==> src/rtl/sgi_pkg.sv <==
package sgi_pkg;
  localparam int AFF_W   = 8;
  localparam int LIST_W  = 16;
  localparam int INTID_W = 4;
  localparam int ENTRY_W = 4 * AFF_W;

  typedef struct packed {
    logic [AFF_W-1:0]   lvl3;
    logic [AFF_W-1:0]   lvl2;
    logic [AFF_W-1:0]   lvl1;
    logic               bcast;
    logic [INTID_W-1:0] intid;
    logic [LIST_W-1:0]  tlist;
  } sgi_req_t;

  typedef enum logic {ST_IDLE = 1'b0, ST_SCAN = 1'b1} scan_state_e;
endpackage

==> src/rtl/sgi_req_decode.sv <==
module sgi_req_decode
  import sgi_pkg::*;
(
  input  logic [63:0] word,
  output sgi_req_t    req
);
  logic unused_bits;

  assign req.tlist = word[15:0];
  assign req.lvl1  = word[23:16];
  assign req.intid = word[27:24];
  assign req.lvl2  = word[39:32];
  assign req.bcast = word[40];
  assign req.lvl3  = word[55:48];
  assign unused_bits = ^{word[63:56], word[47:41], word[31:28]};
endmodule

==> src/rtl/sgi_cpu_match.sv <==
module sgi_cpu_match
  import sgi_pkg::*;
#(
  parameter int IDX_W = 3
) (
  input  logic                 bcast,
  input  logic [3*AFF_W-1:0]   req_hi,
  input  logic [LIST_W-1:0]    tlist,
  input  logic [ENTRY_W-1:0]   entry,
  input  logic [IDX_W-1:0]     cpu_idx,
  input  logic [IDX_W-1:0]     src_idx,
  output logic                 hit,
  output logic [LIST_W-1:0]    tlist_after
);
  localparam int SEL_W = $clog2(LIST_W);

  logic [AFF_W-1:0] lvl0;
  logic             in_range;
  logic             hi_equal;
  logic             listed;
  logic             hit_tgt;

  always_comb begin
    lvl0     = entry[AFF_W-1:0];
    in_range = (lvl0[AFF_W-1:SEL_W] == '0);
    hi_equal = (entry[ENTRY_W-1:AFF_W] == req_hi);
    listed   = tlist[lvl0[SEL_W-1:0]];
    hit_tgt  = in_range && hi_equal && listed;
    if (bcast) begin
      hit         = (cpu_idx != src_idx);
      tlist_after = tlist;
    end else begin
      hit         = hit_tgt;
      tlist_after = tlist;
      if (hit_tgt) tlist_after[lvl0[SEL_W-1:0]] = 1'b0;
    end
  end
endmodule

==> src/rtl/sgi_dispatch.sv <==
module sgi_dispatch
  import sgi_pkg::*;
#(
  parameter int NUM_CPUS = 8,
  localparam int IDX_W   = (NUM_CPUS > 1) ? $clog2(NUM_CPUS) : 1
) (
  input  logic                        clk,
  input  logic                        rst_n,
  input  logic                        req_valid,
  output logic                        req_ready,
  input  logic [63:0]                 req_word,
  input  logic [IDX_W-1:0]            req_cpu,
  input  logic [ENTRY_W*NUM_CPUS-1:0] cpu_aff,
  output logic                        pend_set,
  output logic [IDX_W-1:0]            pend_cpu,
  output logic [INTID_W-1:0]          pend_intid,
  output logic                        kick
);
  localparam logic [IDX_W-1:0] LAST_IDX = IDX_W'(NUM_CPUS - 1);

  sgi_req_t            dec;
  scan_state_e         state_q, state_d;
  logic [IDX_W-1:0]    idx_q, idx_d, src_q, src_d;
  logic [INTID_W-1:0]  intid_q, intid_d;
  logic                bcast_q, bcast_d;
  logic [3*AFF_W-1:0]  hi_q, hi_d;
  logic [LIST_W-1:0]   list_q, list_d, list_after;
  logic                any_q, any_d, kick_q, kick_d;
  logic                load_en, step_en, hit, scan_end;
  logic [ENTRY_W-1:0]  aff_arr [NUM_CPUS];
  logic [ENTRY_W-1:0]  cur_aff;

  sgi_req_decode u_decode (.word(req_word), .req(dec));

  for (genvar g = 0; g < NUM_CPUS; g++) begin : g_tbl
    assign aff_arr[g] = cpu_aff[g*ENTRY_W +: ENTRY_W];
  end

  assign cur_aff = aff_arr[idx_q];

  sgi_cpu_match #(.IDX_W(IDX_W)) u_match (
    .bcast      (bcast_q),
    .req_hi     (hi_q),
    .tlist      (list_q),
    .entry      (cur_aff),
    .cpu_idx    (idx_q),
    .src_idx    (src_q),
    .hit        (hit),
    .tlist_after(list_after)
  );

  always_comb begin
    load_en  = (state_q == ST_IDLE) && req_valid;
    step_en  = (state_q == ST_SCAN);
    scan_end = step_en && ((!bcast_q && (list_after == '0)) || (idx_q == LAST_IDX));
    state_d  = state_q;
    idx_d    = idx_q;
    src_d    = src_q;
    intid_d  = intid_q;
    bcast_d  = bcast_q;
    hi_d     = hi_q;
    list_d   = list_q;
    any_d    = any_q;
    kick_d   = 1'b0;
    if (load_en) begin
      state_d = ST_SCAN;
      idx_d   = '0;
      src_d   = req_cpu;
      intid_d = dec.intid;
      bcast_d = dec.bcast;
      hi_d    = {dec.lvl3, dec.lvl2, dec.lvl1};
      list_d  = dec.tlist;
      any_d   = 1'b0;
    end else if (step_en) begin
      idx_d  = idx_q + 1'b1;
      list_d = list_after;
      any_d  = any_q | hit;
      kick_d = scan_end && (any_q | hit);
      if (scan_end) state_d = ST_IDLE;
    end
  end

  always_ff @(posedge clk or negedge rst_n) begin
    if (!rst_n) begin
      state_q <= ST_IDLE;
      idx_q   <= '0;
      src_q   <= '0;
      intid_q <= '0;
      bcast_q <= 1'b0;
      hi_q    <= '0;
      list_q  <= '0;
      any_q   <= 1'b0;
      kick_q  <= 1'b0;
    end else begin
      kick_q <= kick_d;
      if (load_en || step_en) begin
        state_q <= state_d;
        idx_q   <= idx_d;
        src_q   <= src_d;
        intid_q <= intid_d;
        bcast_q <= bcast_d;
        hi_q    <= hi_d;
        list_q  <= list_d;
        any_q   <= any_d;
      end
    end
  end

  assign req_ready  = (state_q == ST_IDLE);
  assign pend_set   = step_en && hit;
  assign pend_cpu   = idx_q;
  assign pend_intid = intid_q;
  assign kick       = kick_q;

  assert_no_set_idle_R10: assert property (@(posedge clk) disable iff (!rst_n)
    pend_set |-> !req_ready);
  assert_kick_pulse_R9: assert property (@(posedge clk) disable iff (!rst_n)
    kick |=> !kick);
  assert_kick_idle_R9: assert property (@(posedge clk) disable iff (!rst_n)
    kick |-> req_ready);
  assert_ascending_R7: assert property (@(posedge clk) disable iff (!rst_n)
    (pend_set && $past(pend_set)) |-> (pend_cpu == $past(pend_cpu) + 1'b1));
  assert_skip_source_R3: assert property (@(posedge clk) disable iff (!rst_n)
    (pend_set && bcast_q) |-> (pend_cpu != src_q));
  assert_list_shrinks_R6: assert property (@(posedge clk) disable iff (!rst_n)
    (pend_set && !bcast_q) |-> ($countones(list_after) == $countones(list_q) - 1));
  assert_lvl0_range_R5: assert property (@(posedge clk) disable iff (!rst_n)
    (pend_set && !bcast_q) |-> (cur_aff[AFF_W-1:4] == '0));
  assert_early_stop_R8: assert property (@(posedge clk) disable iff (!rst_n)
    (step_en && !bcast_q && idx_q != '0) |-> (list_q != '0));
endmodule

==> config.mk <==
export PLATFORM = sky130hd
export DESIGN_NAME = sgi_dispatch
export DESIGN_NICKNAME = d
export VERILOG_FILES = /design/src/rtl/sgi_pkg.sv /design/src/rtl/sgi_req_decode.sv /design/src/rtl/sgi_cpu_match.sv /design/src/rtl/sgi_dispatch.sv
export SDC_FILE = /design/constraint.sdc
export NUM_CORES = 1
export LEC_CHECK = 0
export ABC_AREA = 1
export BUFFER_PORTS_ARGS = -buffer_cell sky130_fd_sc_hd__buf_4
export CAP_MARGIN = 20
export CORE_ASPECT_RATIO = 0.6
export CORE_MARGIN = 5
export CORE_UTILIZATION = 45
export CTS_CLUSTER_DIAMETER = 30
export DETAILED_ROUTE_END_ITERATION = 7
export HOLD_SLACK_MARGIN = 0.1
export PLACE_DENSITY = 0.83
export SLEW_MARGIN = 5
export SYNTH_ARGS = -nofsm -noshare
export SYNTH_HDL_FRONTEND = slang
export SYNTH_SLANG_ARGS = --single-unit
==> constraint.sdc <==
create_clock -name clk -period 2.85 [get_ports clk]
set_input_delay 0.57 -clock clk [delete_from_list [all_inputs] [get_ports clk]]
set_output_delay 0.57 -clock clk [all_outputs]
set_load 0.005 [all_outputs]
# [After elaboration in Yosys (flattened, before gate mapping)]
# Index checks and enable logic that the tools add are counted.
[word_totals] register_bits=54 ramBits=0 output_inout_bits=10 in_bits=326 elab_cells=58 memories=0 latchBits=0 rom_bits=0
[classes] add_sub_neg=1 order_cmp=3 bitwise_logic=5 n_mul=0 reduce_logical=16 muxes=21 eq_ne=3 n_div=0 n_shift=0
[op_table] op="32-bit binary-select mux with 3-bit select" count=1
[op_table] op="16-bit 2-to-1 mux" count=4
[op_table] op="32-bit 2-to-1 mux" count=2
[op_table] op="24-bit equality test" count=1
[op_table] op="16-bit bitwise AND" count=1
[op_table] op="16-bit zero test" count=1
[op_table] op="16-bit NOT" count=1
[op_table] op="1-bit 2-to-1 mux" count=10
[op_table] op="1-bit logical AND" count=8
[op_table] op="3-bit 2-to-1 mux" count=2
[op_table] op="4-bit by 5-bit less-than comparator with 1-bit output, second input constant" count=1
[op_table] op="1-bit binary-select mux with 4-bit select" count=1
[op_table] op="1-bit demux with 4-bit select" count=1
[op_table] op="4-bit by 1-bit >= comparator with 1-bit output, second input constant" count=1
[op_table] op="4-bit >= comparator, second input constant" count=1
[op_table] op="4-bit zero test" count=1
[op_table] op="3-bit NOT with 4-bit output" count=1
[op_table] op="2-bit AND reduction" count=2
[op_table] op="3-bit by 1-bit adder with 3-bit output, second input constant" count=1
[op_table] op="3-bit equality test, second input constant" count=1
[op_table] op="3-bit inequality test" count=1
[op_table] op="1-bit logical OR" count=2
[op_table] op="2-bit nonzero test" count=1
[op_table] op="1-bit zero test" count=1
[op_table] op="2 further kinds" count=2

# [Depth between registers and ports, before layout]
[logic_depth] word_depth=19 depth_mapped=25 ltp_nobuf=22

# [Modules after synthesis]
# From an unflattened synthesis, not the netlist that was laid out.
[unflattened] hier_cells=1106 area_unflattened_um2=5994.5
[modules_own_cells] module="sgi_dispatch" seq_area_each_um2=1351.3 cells_each=792 area_each_um2=4506.8 n_inst=1
[modules_own_cells] module="sgi_cpu_match" seq_area_each_um2=0.0 cells_each=269 area_each_um2=1149.9 n_inst=1
[modules_own_cells] module="sgi_req_decode" seq_area_each_um2=0.0 cells_each=45 area_each_um2=337.8 n_inst=1

# [Least setup slack after synthesis]
# No wires, ideal clock.
[synth_timing] path_type="flip-flop to output port" start="register idx_q[0], in the netlist pend_cpu[0]" end="output port pend_set" required_ps=2280 stages_incl_launch_ff=14 arrival_ps=1858 n_path_buf=2 slack_ps=422 path_cell_list="dfrtp_1 > inv_2 > buf_6 > buf_2 > nor2_1 > o22ai_1 > nand2_1 > o21ai_1 > nor2_1 > nand2_1 > nand2_1 > nor2_1 > nand2_1 > a21oi_1"
[synth_via] elab_chain_cells=9 word_cells_on_any_way=13 classes_between="2 x eq/ne; 6 x mux; 1 x bitwise; 4 x reduce/logical"
[synth_rtl] item="start: declaration" line_no="sgi_dispatch.sv:23" source="logic [IDX_W-1:0] idx_q, idx_d, src_q, src_d;"
[synth_rtl] item="start signal: assignment" line_no="sgi_dispatch.sv:98" source="idx_q <= idx_d;"
[synth_rtl] item="3-bit NOT with 4-bit output (implied by the code)" line_no="sgi_dispatch.sv:39" source="assign cur_aff = aff_arr[idx_q];"
[synth_rtl] item="32-bit binary-select mux with 3-bit select" line_no="sgi_dispatch.sv:39"
[synth_rtl] item="32-bit 2-to-1 mux (implied by the code) (2 in series)" line_no="sgi_dispatch.sv:39"
[synth_rtl] item="1-bit binary-select mux with 4-bit select (tied with other cells)" line_no="sgi_cpu_match.sv:27" source="listed = tlist[lvl0[SEL_W-1:0]];"
[synth_rtl] item="1-bit 2-to-1 mux (implied by the code) / 1-bit logical AND (equally long branches)" line_no="sgi_cpu_match.sv:27, sgi_cpu_match.sv:28"
[synth_rtl] item="1-bit logical AND" line_no="sgi_cpu_match.sv:28" source="hit_tgt = in_range && hi_equal && listed;"
[synth_rtl] item="1-bit 2-to-1 mux *" line_no="sgi_cpu_match.sv:29" source="if (bcast) begin"
[synth_rtl] item="1-bit logical AND *" line_no="sgi_dispatch.sv:110" source="assign pend_set = step_en && hit;"
[synth_rtl] item="end: declaration" line_no="sgi_dispatch.sv:14" source="output logic pend_set,"
# Mark *: on every way between the ends. The rest lies on a longest branch, timed or not. The select of a mux whose other input is x is not followed.

# [Final worst setup path]
# Ends and elaborated chain as after synthesis.

==> flow_summary.ini <==
[outcome]
status = finished, violations left
failed_checks = setup timing

[worst_setup_path]
critical_path_arrival_ns = 2.60
worst-endpoint-required_ns = 2.28
ff2ff_setup_slack_ns = -0.22
cpPeakStageDelay_ns = 0.55
worst_r2r_endpoint = state_q
worst_path_max_delay_cell = dfrtp_4
cp_max_fo = 6
reg2reg_from = pend_cpu[0]
path_cells = buf_12, buf_16, nand2_2, nand3_2, nand3_4, nand2_1, nand2_1, nand2_1, nor2_2, nand2_1, nor2_1, nand2_1, nor2_4, nand2_2, a21oi_2, buf_4
worst-setup-path-type = reg2out
start_kind = flip-flop
timing.critical_path.mode_cell = nand2_1
worst-r2r-cell-count = 24
crit_path_end_kind = output pin

[power_and_ir_drop]
share_clk_of_total_power_pct = 8.2
power.sequential.fraction_pct = 15.3
p_comb_share_pct = 76.6
p_int_mw = 4.586
sw_frac_of_total_pct = 50.78
vdd_drop_max_uv = 556.7
p_leak_nw = 5.280
cellPowerDensity_nw_per_um2 = 994.2
total_switching_power_mw = 4.730

[placed_design]
routabilityCongestion = 0.9504
port-buffer-count = 316
dp_worst_setup_slack_ns = -0.1592
hpwl_mm = 18.85

[floorplan]
die_w_um = 154.7
pin_count = 336
die_y_um = 96.83
floorplan.initialDensity_pct = 46.42
coreArea_um2 = 12180
dieArea_um2 = 14980
placementRows = 31

[clock_tree]
h-tree-depth = 2
cts_root_buf = clkbuf_16
number_of_buffers_created_by_cts = 5
cts_tree = done
ctsHoldBuffers = 0
insertion_delay_ns = 0.31
path_clk_slew_ns = 0.08
tritoncts_num_sinks = 54
cts-root-to-sink-buffers = 2

[routing]
met1Wirelength_mm = 10.89
vias = 8305
drt-total-wl_mm = 26.92
drtIter0Drc = 787
drt_drc_violations_left = 0
maxUsedRoutingLayer = met4
1st_pass_router_iterations = 5
per_cell_routed_wire_length_um = 17.23
wl_met2_mm = 12.14
post_detailed_route_count_of_antenna_violating_nets = 0
viasPerCell = 5.317
wl_met3_mm = 3.028

[timing]
grt_setup_unrepaired = true
period_needed_ns = 3.168
setup_ws_ns = -0.3179
slew-limit-headroom_pct = 33.96
timing_worst_slew_pin_value_ns = 0.9891
fin_worst_skew_ns = 0.009559
timing_max_transition_violations_final = 0
hold_viol_final = 0
final_min_period_over_clock_period_pct = 111.2
clock.fmax_ghz = 0.3157
report.final.setup_viol = 4

[synth]
synth-seq-area-share_pct = 23.90
mapped_cell_area_um2 = 5654
synth_area_leaders = nand2_1, dfrtp_1, nand3_1
syn_area_per_cell_um2 = 5.354
leading_area_contributor_after_synthesis = nand2_1
yosys_warnings = 0
yosys_top_cell_area_share_pct = 30.87
syn-num-nets = 1384
netlist_instances = 1056
synth.ff_latch_count = 54
synthDistinctLibCells = 27

[cells_and_area]
fill_cells = 991
area_of_combinational_cells_with_multiple_inputs_um2 = 3816
synthToLayoutAreaGrowth_pct = 65.72
ratio_of_cells_with_drive_above_1_in_the_final_layout_pct = 33.57
n_antenna_cell = 0
register_area_um2 = 1356
postLayoutCoreUtil_pct = 76.94
nets = 1724

[grt]
antenna_found_initial = 0
grt_first_pass_wirelength_mm = 38.87
grt_pass1_vias = 7431
maximum_number_of_pins_on_one_net_before_global_route_repair = 62
grt_usage_pct = 32.04
grt_overflow_total = 0

[worst_hold_path]
timing.hold.worst.class = in2async

[job]
max-cap-violations = 0
worst max-delay path by stage:
stage	from	end	slack (ns)
6_report	pend_cpu[0]	pend_set	-0.32
5_1_grt	pend_cpu[0]	pend_set	-0.46
4_1_cts	pend_cpu[0]	pend_set	-0.30
3_5_place_dp	pend_cpu[0]	state_q	-0.16
3_3_place_gp	pend_cpu[0]	kick	-0.11
2_1_floorplan	pend_cpu[0]	pend_set	0.42
metal layers:
metal | track usage, % | vias to the layer above
met5 | 0 | -
met4 | 8.548 | 0
met3 | 7.047 | 78
met2 | 49.73 | 490
met1 | 44.97 | 3760
li1 | - | 3977
cells in the mapped netlist (all sizes together):
library cell and number:
nand3b 16, o221ai 10, inv 130, o211ai 6
clkinv 2, xnor2 1, ha 2, o2111ai 1
nand3 155, dfrtp 54, xor2 1, o22ai 3
nand2 466, nor2 85, nor3 7, o21ai 53
buf 45, nand4 3, clkbuf 12, a21oi 4
flip-flops by register name, summed over array words and instances (netlist names):
signal,count
list_q,16
kick,1
any_q,1
src_q,3
bcast_q,1
hi_q,24
pend_cpu,3
pend_intid,4
state_q,1
through the flow:
stage | total power [mW] | setup TNS (ns) | hold WS, ns | instance area (µm²) | std cells
after global placement | 6.956 | -0.3035 | 0.4630 | 8426 | 1531
after CTS | 8.260 | -0.4986 | 0.3499 | 8825 | 1547
after global routing | 9.989 | -1.577 | 0.3901 | 9370 | 1562
after floorplan | 5.020 | 0 | 0.2744 | 5654 | 1056
final | 9.316 | -0.7449 | 0.3197 | 9370 | 1562
after detailed placement | 7.060 | -0.3669 | 0.4668 | 8426 | 1531
layout make-up:
class	instances	area share (%)
timing repair buffer	390	35.25
clock inverter	2	0.4139
tap	165	2.203
inverter	132	5.448
clock buffer	6	1.482
multi-input combinational	813	40.73
sequential	54	14.47
cell families (layout without fill, tap and decap cells):
family	after synthesis	after routing	synth area share (%)
buffers and inverters	189	530	14.01
adder cells (fa/ha/maj)	2	2	0.4425
AND/OR/NAND/NOR	732	732	53.46
flip-flops	54	54	23.90
AO/OA/AOI/OAI	77	77	7.878
XOR/XNOR	2	2	0.3099
worst max-delay path: cells and delay by family, from the launching register on:
kind	cells	cell delay (ns)
AND/OR/NAND/NOR	12	1.13
flip-flops	1	0.55
buffers and inverters	3	0.46
AO/OA/AOI/OAI	1	0.16
what timing repair did:
item                                    CTS  global route
pin swaps                                 3            36
hold endpoints to repair                  0             0
gates cloned                              4             7
endpoints found under the setup margin    3            17
buffers inserted                          4             8
resized for setup                        14            82
power groups by stage:
stage / registers, mW / clock network (mW) / logic, mW
global placement: 1.38 / 0 / 5.57
finish: 1.42 / 0.763 / 7.13
global route: 1.46 / 0.795 / 7.73
detailed placement: 1.40 / 0 / 5.66
floorplan: 1.32 / 0 / 3.70
CTS: 1.39 / 0.763 / 6.11
placed cells by master (no fill, tap or decap), types with 3 or more instances in the layout:
cell type	Yosys	layout
nand4_1	3	3
o21ai_2	0	4
o221ai_1	10	9
nand2_2	1	14
nor2_4	0	4
o21ai_0	25	20
nor2_1	84	72
buf_6	2	6
nand3b_1	16	16
buf_4	9	362
o211ai_1	6	6
nand3_1	155	130
clkbuf_16	0	12
buf_16	0	4
inv_1	126	124
nand3_4	0	4
o21ai_1	28	27
dfrtp_1	54	52
nand2_1	465	451
inv_2	4	5
nor2_2	1	9
nand3_2	0	21
o22ai_1	3	3
buf_12	0	10
nor3_1	7	7
(Power assumes the default switching activity.)
